<file path="src/rtl/cc_pkg.sv">
// Shared types for the snooping cache controller.
// Assumes: line states and bus command codes are fixed 2-bit encodings.
package cc_pkg;
    typedef enum logic [1:0] {
        LS_INV = 2'd0,
        LS_SHD = 2'd1,
        LS_EXC = 2'd2
    } line_state_e;

    typedef enum logic [1:0] {
        CMD_NONE   = 2'd0,
        CMD_RDMISS = 2'd1,
        CMD_WRMISS = 2'd2,
        CMD_WB     = 2'd3
    } bus_cmd_e;
endpackage

</file>
<file path="src/rtl/cc_line_store.sv">
// Line storage: state, tag and one data word per direct-mapped line.
// Two read ports (processor lookup, snoop lookup), one controller write
// port and one snoop state-update port. Snoop update wins on a collision,
// which the environment never produces.
module cc_line_store
    import cc_pkg::*;
#(
    parameter int IDX_W  = 2,
    parameter int TAG_W  = 6,
    parameter int DATA_W = 16
) (
    input  logic              clk,
    input  logic              rst_n,
    input  logic [IDX_W-1:0]  cpu_idx,
    output line_state_e       cpu_state,
    output logic [TAG_W-1:0]  cpu_tag,
    output logic [DATA_W-1:0] cpu_data,
    input  logic [IDX_W-1:0]  snp_idx,
    output line_state_e       snp_state,
    output logic [TAG_W-1:0]  snp_tag,
    output logic [DATA_W-1:0] snp_data,
    input  logic              ctl_we,
    input  logic [IDX_W-1:0]  ctl_idx,
    input  line_state_e       ctl_state,
    input  logic [TAG_W-1:0]  ctl_tag,
    input  logic              ctl_data_we,
    input  logic [DATA_W-1:0] ctl_data,
    input  logic              snp_we,
    input  logic [IDX_W-1:0]  snp_upd_idx,
    input  line_state_e       snp_upd_state
);
    localparam int LINES = 1 << IDX_W;

    logic [LINES-1:0][1:0]        st_q;
    logic [LINES-1:0][TAG_W-1:0]  tag_q;
    logic [LINES-1:0][DATA_W-1:0] dat_q;

    // Line states: reset to Invalid, snoop update has priority.
    always_ff @(posedge clk) begin
        if (!rst_n) begin
            st_q <= '0;
        end else begin
            for (int i = 0; i < LINES; i++) begin
                if (snp_we && snp_upd_idx == IDX_W'(i))
                    st_q[i] <= snp_upd_state;
                else if (ctl_we && ctl_idx == IDX_W'(i))
                    st_q[i] <= ctl_state;
            end
        end
    end

    // Tags and data words: written only by the controller.
    always_ff @(posedge clk) begin
        for (int i = 0; i < LINES; i++) begin
            if (ctl_we && ctl_idx == IDX_W'(i)) begin
                tag_q[i] <= ctl_tag;
                if (ctl_data_we)
                    dat_q[i] <= ctl_data;
            end
        end
    end

    assign cpu_state = line_state_e'(st_q[cpu_idx]);
    assign cpu_tag   = tag_q[cpu_idx];
    assign cpu_data  = dat_q[cpu_idx];
    assign snp_state = line_state_e'(st_q[snp_idx]);
    assign snp_tag   = tag_q[snp_idx];
    assign snp_data  = dat_q[snp_idx];

    // snoop and controller never update lines in the same cycle
    assert_single_writer_R13: assert property (@(posedge clk) disable iff (!rst_n)
        !(snp_we && ctl_we));

    // a snoop only ever lowers a line, never grants ownership
    assert_snoop_no_own_R13: assert property (@(posedge clk) disable iff (!rst_n)
        snp_we |-> (snp_upd_state != LS_EXC));
endmodule

</file>
<file path="src/rtl/cc_snoop.sv">
// Snoop responder: looks up the snooped address, decides the new line
// state, and registers a supply of the dirty word when the line is
// Exclusive. Assumes snp_valid is never high while this cache owns the bus.
module cc_snoop
    import cc_pkg::*;
#(
    parameter int ADDR_W = 8,
    parameter int IDX_W  = 2,
    parameter int DATA_W = 16,
    localparam int TAG_W = ADDR_W - IDX_W
) (
    input  logic              clk,
    input  logic              rst_n,
    input  logic              snp_valid,
    input  logic [1:0]        snp_cmd,
    input  logic [ADDR_W-1:0] snp_addr,
    output logic [IDX_W-1:0]  look_idx,
    input  line_state_e       look_state,
    input  logic [TAG_W-1:0]  look_tag,
    input  logic [DATA_W-1:0] look_data,
    output logic              upd_we,
    output line_state_e       upd_state,
    output logic              sup_valid,
    output logic [ADDR_W-1:0] sup_addr,
    output logic [DATA_W-1:0] sup_data
);
    logic tag_hit;
    logic supply;

    assign look_idx = snp_addr[IDX_W-1:0];
    assign tag_hit  = (look_state != LS_INV) && (look_tag == snp_addr[ADDR_W-1:IDX_W]);

    // Decide the new state of the snooped line and whether to supply data.
    always_comb begin
        upd_we    = 1'b0;
        upd_state = look_state;
        supply    = 1'b0;
        if (snp_valid && tag_hit) begin
            if (snp_cmd == CMD_WRMISS) begin
                upd_we    = 1'b1;
                upd_state = LS_INV;
                supply    = (look_state == LS_EXC);
            end else if (snp_cmd == CMD_RDMISS && look_state == LS_EXC) begin
                upd_we    = 1'b1;
                upd_state = LS_SHD;
                supply    = 1'b1;
            end
        end
    end

    // Supply register: valid pulse plus captured address and dirty word.
    always_ff @(posedge clk) begin
        if (!rst_n) begin
            sup_valid <= 1'b0;
            sup_addr  <= '0;
            sup_data  <= '0;
        end else begin
            sup_valid <= supply;
            if (supply) begin
                sup_addr <= snp_addr;
                sup_data <= look_data;
            end
        end
    end

    // a supply is always the answer to a snoop one cycle earlier
    assert_supply_after_snoop_R7: assert property (@(posedge clk) disable iff (!rst_n)
        sup_valid |-> ($past(snp_valid) && sup_addr == $past(snp_addr)));
endmodule

</file>
<file path="src/rtl/cc_ctrl_fsm.sv">
// Processor-side controller: lookup, hit handling, bus arbitration and
// the writeback / miss sequence. One request in flight at a time.
// Assumes the arbiter holds bus_gnt while bus_req is high and drives no
// snoop while granting this cache.
module cc_ctrl_fsm
    import cc_pkg::*;
#(
    parameter int ADDR_W = 8,
    parameter int IDX_W  = 2,
    parameter int DATA_W = 16,
    localparam int TAG_W = ADDR_W - IDX_W
) (
    input  logic              clk,
    input  logic              rst_n,
    input  logic              cpu_req,
    input  logic              cpu_we,
    input  logic [ADDR_W-1:0] cpu_addr,
    input  logic [DATA_W-1:0] cpu_wdata,
    output logic [DATA_W-1:0] cpu_rdata,
    output logic              cpu_ready,
    output logic              bus_req,
    input  logic              bus_gnt,
    output logic [1:0]        bus_cmd,
    output logic [ADDR_W-1:0] bus_addr,
    output logic [DATA_W-1:0] bus_wdata,
    input  logic              bus_done,
    input  logic [DATA_W-1:0] bus_rdata,
    input  logic              snp_valid,
    output logic [IDX_W-1:0]  lk_idx,
    input  line_state_e       lk_state,
    input  logic [TAG_W-1:0]  lk_tag,
    input  logic [DATA_W-1:0] lk_data,
    output logic              ctl_we,
    output line_state_e       ctl_state,
    output logic [TAG_W-1:0]  ctl_tag,
    output logic              ctl_data_we,
    output logic [DATA_W-1:0] ctl_data
);
    typedef enum logic [2:0] {ST_IDLE, ST_ARB, ST_WB, ST_MISS, ST_DONE} ctl_st_e;

    ctl_st_e            st_q, st_d;
    logic               op_we_q;
    logic [ADDR_W-1:0]  op_addr_q;
    logic [DATA_W-1:0]  op_wdata_q;
    logic [DATA_W-1:0]  rdata_q;
    logic [TAG_W-1:0]   in_tag;
    logic               tag_eq;
    logic               accept;
    logic               rd_hit;

    assign accept = (st_q == ST_IDLE) && cpu_req && !snp_valid;
    assign lk_idx = (st_q == ST_IDLE) ? cpu_addr[IDX_W-1:0] : op_addr_q[IDX_W-1:0];
    assign in_tag = (st_q == ST_IDLE) ? cpu_addr[ADDR_W-1:IDX_W] : op_addr_q[ADDR_W-1:IDX_W];
    assign tag_eq = (lk_tag == in_tag);
    assign rd_hit = !cpu_we && lk_state != LS_INV && tag_eq;

    // Next state and line-update requests for each phase.
    always_comb begin
        st_d        = st_q;
        ctl_we      = 1'b0;
        ctl_data_we = 1'b0;
        ctl_state   = lk_state;
        ctl_tag     = lk_tag;
        ctl_data    = op_wdata_q;
        unique case (st_q)
            ST_IDLE: begin
                if (accept) begin
                    if (rd_hit) begin
                        st_d = ST_DONE;
                    end else if (cpu_we && lk_state == LS_EXC && tag_eq) begin
                        st_d        = ST_DONE;
                        ctl_we      = 1'b1;
                        ctl_data_we = 1'b1;
                        ctl_data    = cpu_wdata;
                    end else begin
                        st_d = ST_ARB;
                    end
                end
            end
            ST_ARB: begin
                if (bus_gnt)
                    st_d = (lk_state == LS_EXC && !tag_eq) ? ST_WB : ST_MISS;
            end
            ST_WB: begin
                if (bus_done) begin
                    ctl_we    = 1'b1;
                    ctl_state = LS_INV;
                    st_d      = ST_MISS;
                end
            end
            ST_MISS: begin
                if (bus_done) begin
                    ctl_we      = 1'b1;
                    ctl_data_we = 1'b1;
                    ctl_tag     = op_addr_q[ADDR_W-1:IDX_W];
                    ctl_state   = op_we_q ? LS_EXC : LS_SHD;
                    ctl_data    = op_we_q ? op_wdata_q : bus_rdata;
                    st_d        = ST_DONE;
                end
            end
            default: st_d = ST_IDLE;
        endcase
    end

    // Phase register.
    always_ff @(posedge clk) begin
        if (!rst_n) st_q <= ST_IDLE;
        else        st_q <= st_d;
    end

    // Capture the accepted request and the word returned to the processor.
    always_ff @(posedge clk) begin
        if (!rst_n) begin
            op_we_q    <= 1'b0;
            op_addr_q  <= '0;
            op_wdata_q <= '0;
            rdata_q    <= '0;
        end else begin
            if (accept) begin
                op_we_q    <= cpu_we;
                op_addr_q  <= cpu_addr;
                op_wdata_q <= cpu_wdata;
                if (rd_hit) rdata_q <= lk_data;
            end
            if (st_q == ST_MISS && bus_done && !op_we_q)
                rdata_q <= bus_rdata;
        end
    end

    // Bus-side outputs decoded from the phase.
    always_comb begin
        bus_req   = (st_q == ST_ARB) || (st_q == ST_WB) || (st_q == ST_MISS);
        bus_cmd   = CMD_NONE;
        bus_addr  = op_addr_q;
        bus_wdata = op_wdata_q;
        if (st_q == ST_WB) begin
            bus_cmd   = CMD_WB;
            bus_addr  = {lk_tag, op_addr_q[IDX_W-1:0]};
            bus_wdata = lk_data;
        end else if (st_q == ST_MISS) begin
            bus_cmd = op_we_q ? CMD_WRMISS : CMD_RDMISS;
        end
    end

    assign cpu_ready = (st_q == ST_DONE);
    assign cpu_rdata = rdata_q;

    // a command on the bus needs the grant and our own request
    assert_cmd_granted_R6: assert property (@(posedge clk) disable iff (!rst_n)
        (bus_cmd != CMD_NONE) |-> (bus_gnt && bus_req));

    // a pending request is held until the arbiter grants it
    assert_req_held_R6: assert property (@(posedge clk) disable iff (!rst_n)
        (bus_req && !bus_gnt) |=> bus_req);

    // a finished writeback is followed directly by the miss command
    assert_wb_then_miss_R9: assert property (@(posedge clk) disable iff (!rst_n)
        (bus_cmd == CMD_WB && bus_done) |=> (bus_cmd == CMD_RDMISS || bus_cmd == CMD_WRMISS));

    // completion is a single-cycle pulse
    assert_ready_pulse_R12: assert property (@(posedge clk) disable iff (!rst_n)
        cpu_ready |=> !cpu_ready);
endmodule

</file>
<file path="src/rtl/snoop_cache_ctrl.sv">
// Top of the snooping write-invalidate cache controller: wires the line
// store, the snoop responder and the processor-side controller.
// Assumes one-word lines, direct mapping, and an external arbiter and
// memory that follow the bus rules given in the brief.
module snoop_cache_ctrl
    import cc_pkg::*;
#(
    parameter int ADDR_W = 8,
    parameter int DATA_W = 16,
    parameter int IDX_W  = 2
) (
    input  logic              clk,
    input  logic              rst_n,
    input  logic              cpu_req,
    input  logic              cpu_we,
    input  logic [ADDR_W-1:0] cpu_addr,
    input  logic [DATA_W-1:0] cpu_wdata,
    output logic [DATA_W-1:0] cpu_rdata,
    output logic              cpu_ready,
    output logic              bus_req,
    input  logic              bus_gnt,
    output logic [1:0]        bus_cmd,
    output logic [ADDR_W-1:0] bus_addr,
    output logic [DATA_W-1:0] bus_wdata,
    input  logic              bus_done,
    input  logic [DATA_W-1:0] bus_rdata,
    input  logic              snp_valid,
    input  logic [1:0]        snp_cmd,
    input  logic [ADDR_W-1:0] snp_addr,
    output logic              sup_valid,
    output logic [ADDR_W-1:0] sup_addr,
    output logic [DATA_W-1:0] sup_data
);
    localparam int TAG_W = ADDR_W - IDX_W;

    logic [IDX_W-1:0]  lk_idx, sn_idx;
    line_state_e       lk_state, sn_state, ctl_state, sn_upd_state;
    logic [TAG_W-1:0]  lk_tag, sn_tag, ctl_tag;
    logic [DATA_W-1:0] lk_data, sn_data, ctl_data;
    logic              ctl_we, ctl_data_we, sn_upd_we;

    cc_line_store #(.IDX_W(IDX_W), .TAG_W(TAG_W), .DATA_W(DATA_W)) u_store (
        .clk           (clk),
        .rst_n         (rst_n),
        .cpu_idx       (lk_idx),
        .cpu_state     (lk_state),
        .cpu_tag       (lk_tag),
        .cpu_data      (lk_data),
        .snp_idx       (sn_idx),
        .snp_state     (sn_state),
        .snp_tag       (sn_tag),
        .snp_data      (sn_data),
        .ctl_we        (ctl_we),
        .ctl_idx       (lk_idx),
        .ctl_state     (ctl_state),
        .ctl_tag       (ctl_tag),
        .ctl_data_we   (ctl_data_we),
        .ctl_data      (ctl_data),
        .snp_we        (sn_upd_we),
        .snp_upd_idx   (sn_idx),
        .snp_upd_state (sn_upd_state)
    );

    cc_snoop #(.ADDR_W(ADDR_W), .IDX_W(IDX_W), .DATA_W(DATA_W)) u_snoop (
        .clk        (clk),
        .rst_n      (rst_n),
        .snp_valid  (snp_valid),
        .snp_cmd    (snp_cmd),
        .snp_addr   (snp_addr),
        .look_idx   (sn_idx),
        .look_state (sn_state),
        .look_tag   (sn_tag),
        .look_data  (sn_data),
        .upd_we     (sn_upd_we),
        .upd_state  (sn_upd_state),
        .sup_valid  (sup_valid),
        .sup_addr   (sup_addr),
        .sup_data   (sup_data)
    );

    cc_ctrl_fsm #(.ADDR_W(ADDR_W), .IDX_W(IDX_W), .DATA_W(DATA_W)) u_ctrl (
        .clk         (clk),
        .rst_n       (rst_n),
        .cpu_req     (cpu_req),
        .cpu_we      (cpu_we),
        .cpu_addr    (cpu_addr),
        .cpu_wdata   (cpu_wdata),
        .cpu_rdata   (cpu_rdata),
        .cpu_ready   (cpu_ready),
        .bus_req     (bus_req),
        .bus_gnt     (bus_gnt),
        .bus_cmd     (bus_cmd),
        .bus_addr    (bus_addr),
        .bus_wdata   (bus_wdata),
        .bus_done    (bus_done),
        .bus_rdata   (bus_rdata),
        .snp_valid   (snp_valid),
        .lk_idx      (lk_idx),
        .lk_state    (lk_state),
        .lk_tag      (lk_tag),
        .lk_data     (lk_data),
        .ctl_we      (ctl_we),
        .ctl_state   (ctl_state),
        .ctl_tag     (ctl_tag),
        .ctl_data_we (ctl_data_we),
        .ctl_data    (ctl_data)
    );
endmodule

</file>
<file path="config.mk">
export PLATFORM = sky130hd
export DESIGN_NAME = snoop_cache_ctrl
export DESIGN_NICKNAME = d
export VERILOG_FILES = /design/src/rtl/cc_pkg.sv /design/src/rtl/cc_line_store.sv /design/src/rtl/cc_snoop.sv /design/src/rtl/cc_ctrl_fsm.sv /design/src/rtl/snoop_cache_ctrl.sv
export SDC_FILE = /design/constraint.sdc
export NUM_CORES = 1
export LEC_CHECK = 0
export ABC_CLOCK_PERIOD_IN_PS = 3200
export BUFFER_PORTS_ARGS = -buffer_cell sky130_fd_sc_hd__clkbuf_2
export CORE_ASPECT_RATIO = 1.5
export CORE_MARGIN = 5
export CORE_UTILIZATION = 40
export CTS_CLUSTER_SIZE = 40
export DETAILED_ROUTE_END_ITERATION = 6
export PLACE_DENSITY = 0.61
export SLEW_MARGIN = 20
export SYNTH_ARGS = -nofsm -noshare
export SYNTH_HDL_FRONTEND = slang
export SYNTH_SLANG_ARGS = --single-unit
export TNS_END_PERCENT = 10
</file>
<file path="constraint.sdc">
create_clock -name clk -period 3.2 [get_ports clk]
set_input_delay 0.32 -clock clk [delete_from_list [all_inputs] [get_ports clk]]
set_output_delay 0.32 -clock clk [all_outputs]
set_load 0.01 [all_outputs]
</file>
==> impl_metrics.yaml <==
run_status:
  outcome: "finished, final reports clean"
finish:
  utilization_pct: 48.9
  syn_to_final_growth_pct: 20.3
  num_antenna_cells: 0
  drive_gt1_share_pct: 26.6
  nets: 1039
  fin_cells: 1263
critical_path:
  cp_cell_sequence: "or4b_1, nand2_2, mux2_2, o2111a_1, a31o_1, and3_2, nor2_1, nor2_2, buf_12"
  endpoint_kind: "register"
  crit_buf_inv: 1
  start_kind: "register"
  cpPeakStageDelay_ns: 0.59
  cpLargestDelayFamily: "simple AND/OR/NAND/NOR gates"
  cp.required_ns: 3.39
  setup.worst_path.class: "register to register"
  critPathArrivalTime_ns: 3.33
  critPathMaxFanout: 13
  slowest_stage: "or4b_1"
synth:
  synth_top_area_share_pct: 30.9
  ys_seq_area_share_pct: 48.9
  synth_top_cell_by_area: "edfxtp_1"
  ys_ff_latch: 165
  yosys_warnings: 0
  synth-main-ff-cell: "edfxtp_1"
  synth-edff-count: 88
  netlist_area_um2: 8560
  synth_fp_nets: 906
  synth_area_leaders: "edfxtp_1, dfxtp_1, nand2_1"
  ys_types: 62
  async_flop_share_pct: 0
  synthCells: 849
  avgSynthCellArea_um2: 10.1
power:
  pwr-share-seq_pct: 40.4
  p_per_area_nw_per_um2: 579
  total_power_mw: 5.96
  vdd_drop_max_v: 0.000360
  leakage_nw: 4.03
  p_int_mw: 4.00
  combPwrFrac_pct: 26.2
  p_clk_share_pct: 33.4
  power.switching_mw: 1.96
  sw_frac_of_total_pct: 32.9
clocking:
  clk_pin_slew_ns: 0.07
  cts_buffers: 17
  clock_latency_ns: 0.43
  cts_tree: "built"
  cts_setup_buffers: 0
  cts.htree.levels: 4
  cts-root-buf: "clkbuf_16"
  numClockSinks: 165
  clockBufferDepth: 2
global_routing:
  grt_max_degree: 54
  grt_pass1_vias: 7297
  grt.overflow.total: 0
  grt_pass1_wl_um: 41000
  track_usage_pct: 22.2
  antenna_found_initial: 0
timing:
  finalHoldViolCount: 0
  rsz0062_at_grt: "true"
  skew_ns: 0.0135
  final-max-slew-violation-count: 0
  max_slew_margin_pct: 50.7
  period_needed_ns: 3.14
  holdWs_ns: 0.141
  fmax_ghz: 0.318
  tightest_slew_ns: 0.740
  fin_crit_sh_pct: 98.1
  setup_violations: 0
route:
  wl_per_cell_um: 21.2
  vias_per_cell: 5.61
  first_iter_violations: 514
  vias: 7091
  drt_first_pass_iters: 7
  routed_wl_um: 26800
  ant_nets: 0
  drc_errors: 0
floorplanning:
  fp.dieArea_um2: 24500
  ios: 126
  chipHeight_um: 189
  rows: 65
  start_util_pct: 40.6
  die_x_um: 129
  core_um2: 21100
place:
  place_inst: 1231
  dpl.hpwl_um: 20000
  portBuffers: 125
  place_congestion: 0.926
min_path:
  hold_class: "input pin to register"
flow_run:
  max-cap-violations: 0
-- state kept, by name, indices dropped and copies added, names as in the netlist --
name / flops
u_ctrl.op_addr_q: 8
u_store.dat_q: 64
u_ctrl.cpu_rdata: 16
u_ctrl.op_wdata_q: 16
u_snoop.sup_valid: 1
u_store.tag_q: 24
u_store.st_q: 8
u_snoop.sup_data: 16
u_ctrl.op_we_q: 1
u_ctrl.st_q: 3
u_snoop.sup_addr: 8
-- worst min-delay path: cells and delay by family --
| family | cells | cell delay [ns] |
|---|---|---|
| buffers and inverters | 1 | 0.09 |
| AOI/OAI and AO/OA | 1 | 0.06 |
| and+or+nand+nor | 1 | 0.05 |
-- power groups by stage --
| stage | registers [mW] | clock network (mW) | logic, mW |
|---|---|---|---|
| floorplan | 2.42 | 0 | 1.00 |
| global placement | 2.45 | 0 | 1.55 |
| detailed placement | 2.45 | 0 | 1.55 |
| CTS | 2.40 | 2.02 | 1.56 |
| global route | 2.41 | 2.11 | 1.71 |
| finish | 2.41 | 1.99 | 1.56 |
-- stage by stage --
stage	instance area (um^2)	setup WS [ns]	setup TNS, ns
2_1_floorplan	8570	-0.127	-8.14
3_3_place_gp	9710	0.0256	0
5_1_grt	10300	-0.0852	-3.00
4_1_cts	10300	0.0339	0
6_report	10300	0.0596	0
3_5_place_dp	9710	-0.00760	-0.0838
-- cell type report --
type | instances | area [um^2]
multi-input combinational | 618 | 4090
sequential | 165 | 4180
tap | 268 | 335
inverter | 5 | 18.8
fill | 1993 | 10800
timing repair buffer | 175 | 1090
clock buffer | 19 | 464
clock inverter | 13 | 114
-- path summary, 6_finish.rpt --
| check | depth (start not counted) | start | to | slack, ns |
|---|---|---|---|---|
| hold reg to reg | 2 | u_ctrl.cpu_rdata[1] | u_ctrl.cpu_rdata[1] | 0.47 |
| setup reg to reg | 9 | u_ctrl.st_q[2] | u_store.dat_q[32] | 0.06 |
| hold / removal | 3 | cpu_wdata[9] | u_ctrl.op_wdata_q[9] | 0.14 |
| setup / recovery | 9 | u_ctrl.st_q[2] | u_store.dat_q[32] | 0.06 |
-- Yosys cell counts (14+ instances only) --
master	n
mux2i_1	43
o31a_1	14
and3_1	30
nor2_1	50
clkbuf_1	35
a21boi_0	26
a21oi_1	25
o21ai_0	41
mux4_2	26
nand3_1	33
dfxtp_1	77
buf_2	15
edfxtp_1	88
nor2b_1	32
a221o_1	14
nand2_1	189
-- kinds of logic (layout without fill, tap and decap cells) --
group	after synthesis	after routing	synth area share, %
mux	80	80	13.3
compound gates	155	155	12.8
simple gates	371	371	20.2
flops	165	165	48.9
xor+xnor	12	12	1.23
buf+inv	66	212	3.55
-- routing by layer --
layer,routed length (um),GRT usage [%]
met1,9140,22.3
met2,14700,41.5
met3,1230,3.25
met4,1670,14.3
met5,0,0
-- repair_timing --
item                       4_1_cts  5_1_grt
pin swaps                        0        1
setup endpoints to repair       27       98
hold buffers                     0        0
resized for setup                2        6
-- cells in the final DEF (no fill, tap or decap), drive strengths merged, types with 3 or more instances in the layout --
master  count
a31oi       6
xnor2       9
nand4b      3
nor2b      32
xor2        3
a22o        3
inv        11
and3       30
o31ai       5
and2        5
dfxtp      77
a221oi      3
nand3      34
nand4       3
clkinv      6
nand2     190
nor2       51
edfxtp     88
mux4       26
a21oi      25
clkbuf    144
o21ai      41
mux2i      43
a21boi     26
nor3b       3
nand3b      3
a21o        4
nor3        4
mux2       11
a221o      14
nand2b      3
or2         4
o211ai      3
buf        50
o31a       14
(Power assumes the default switching activity.)
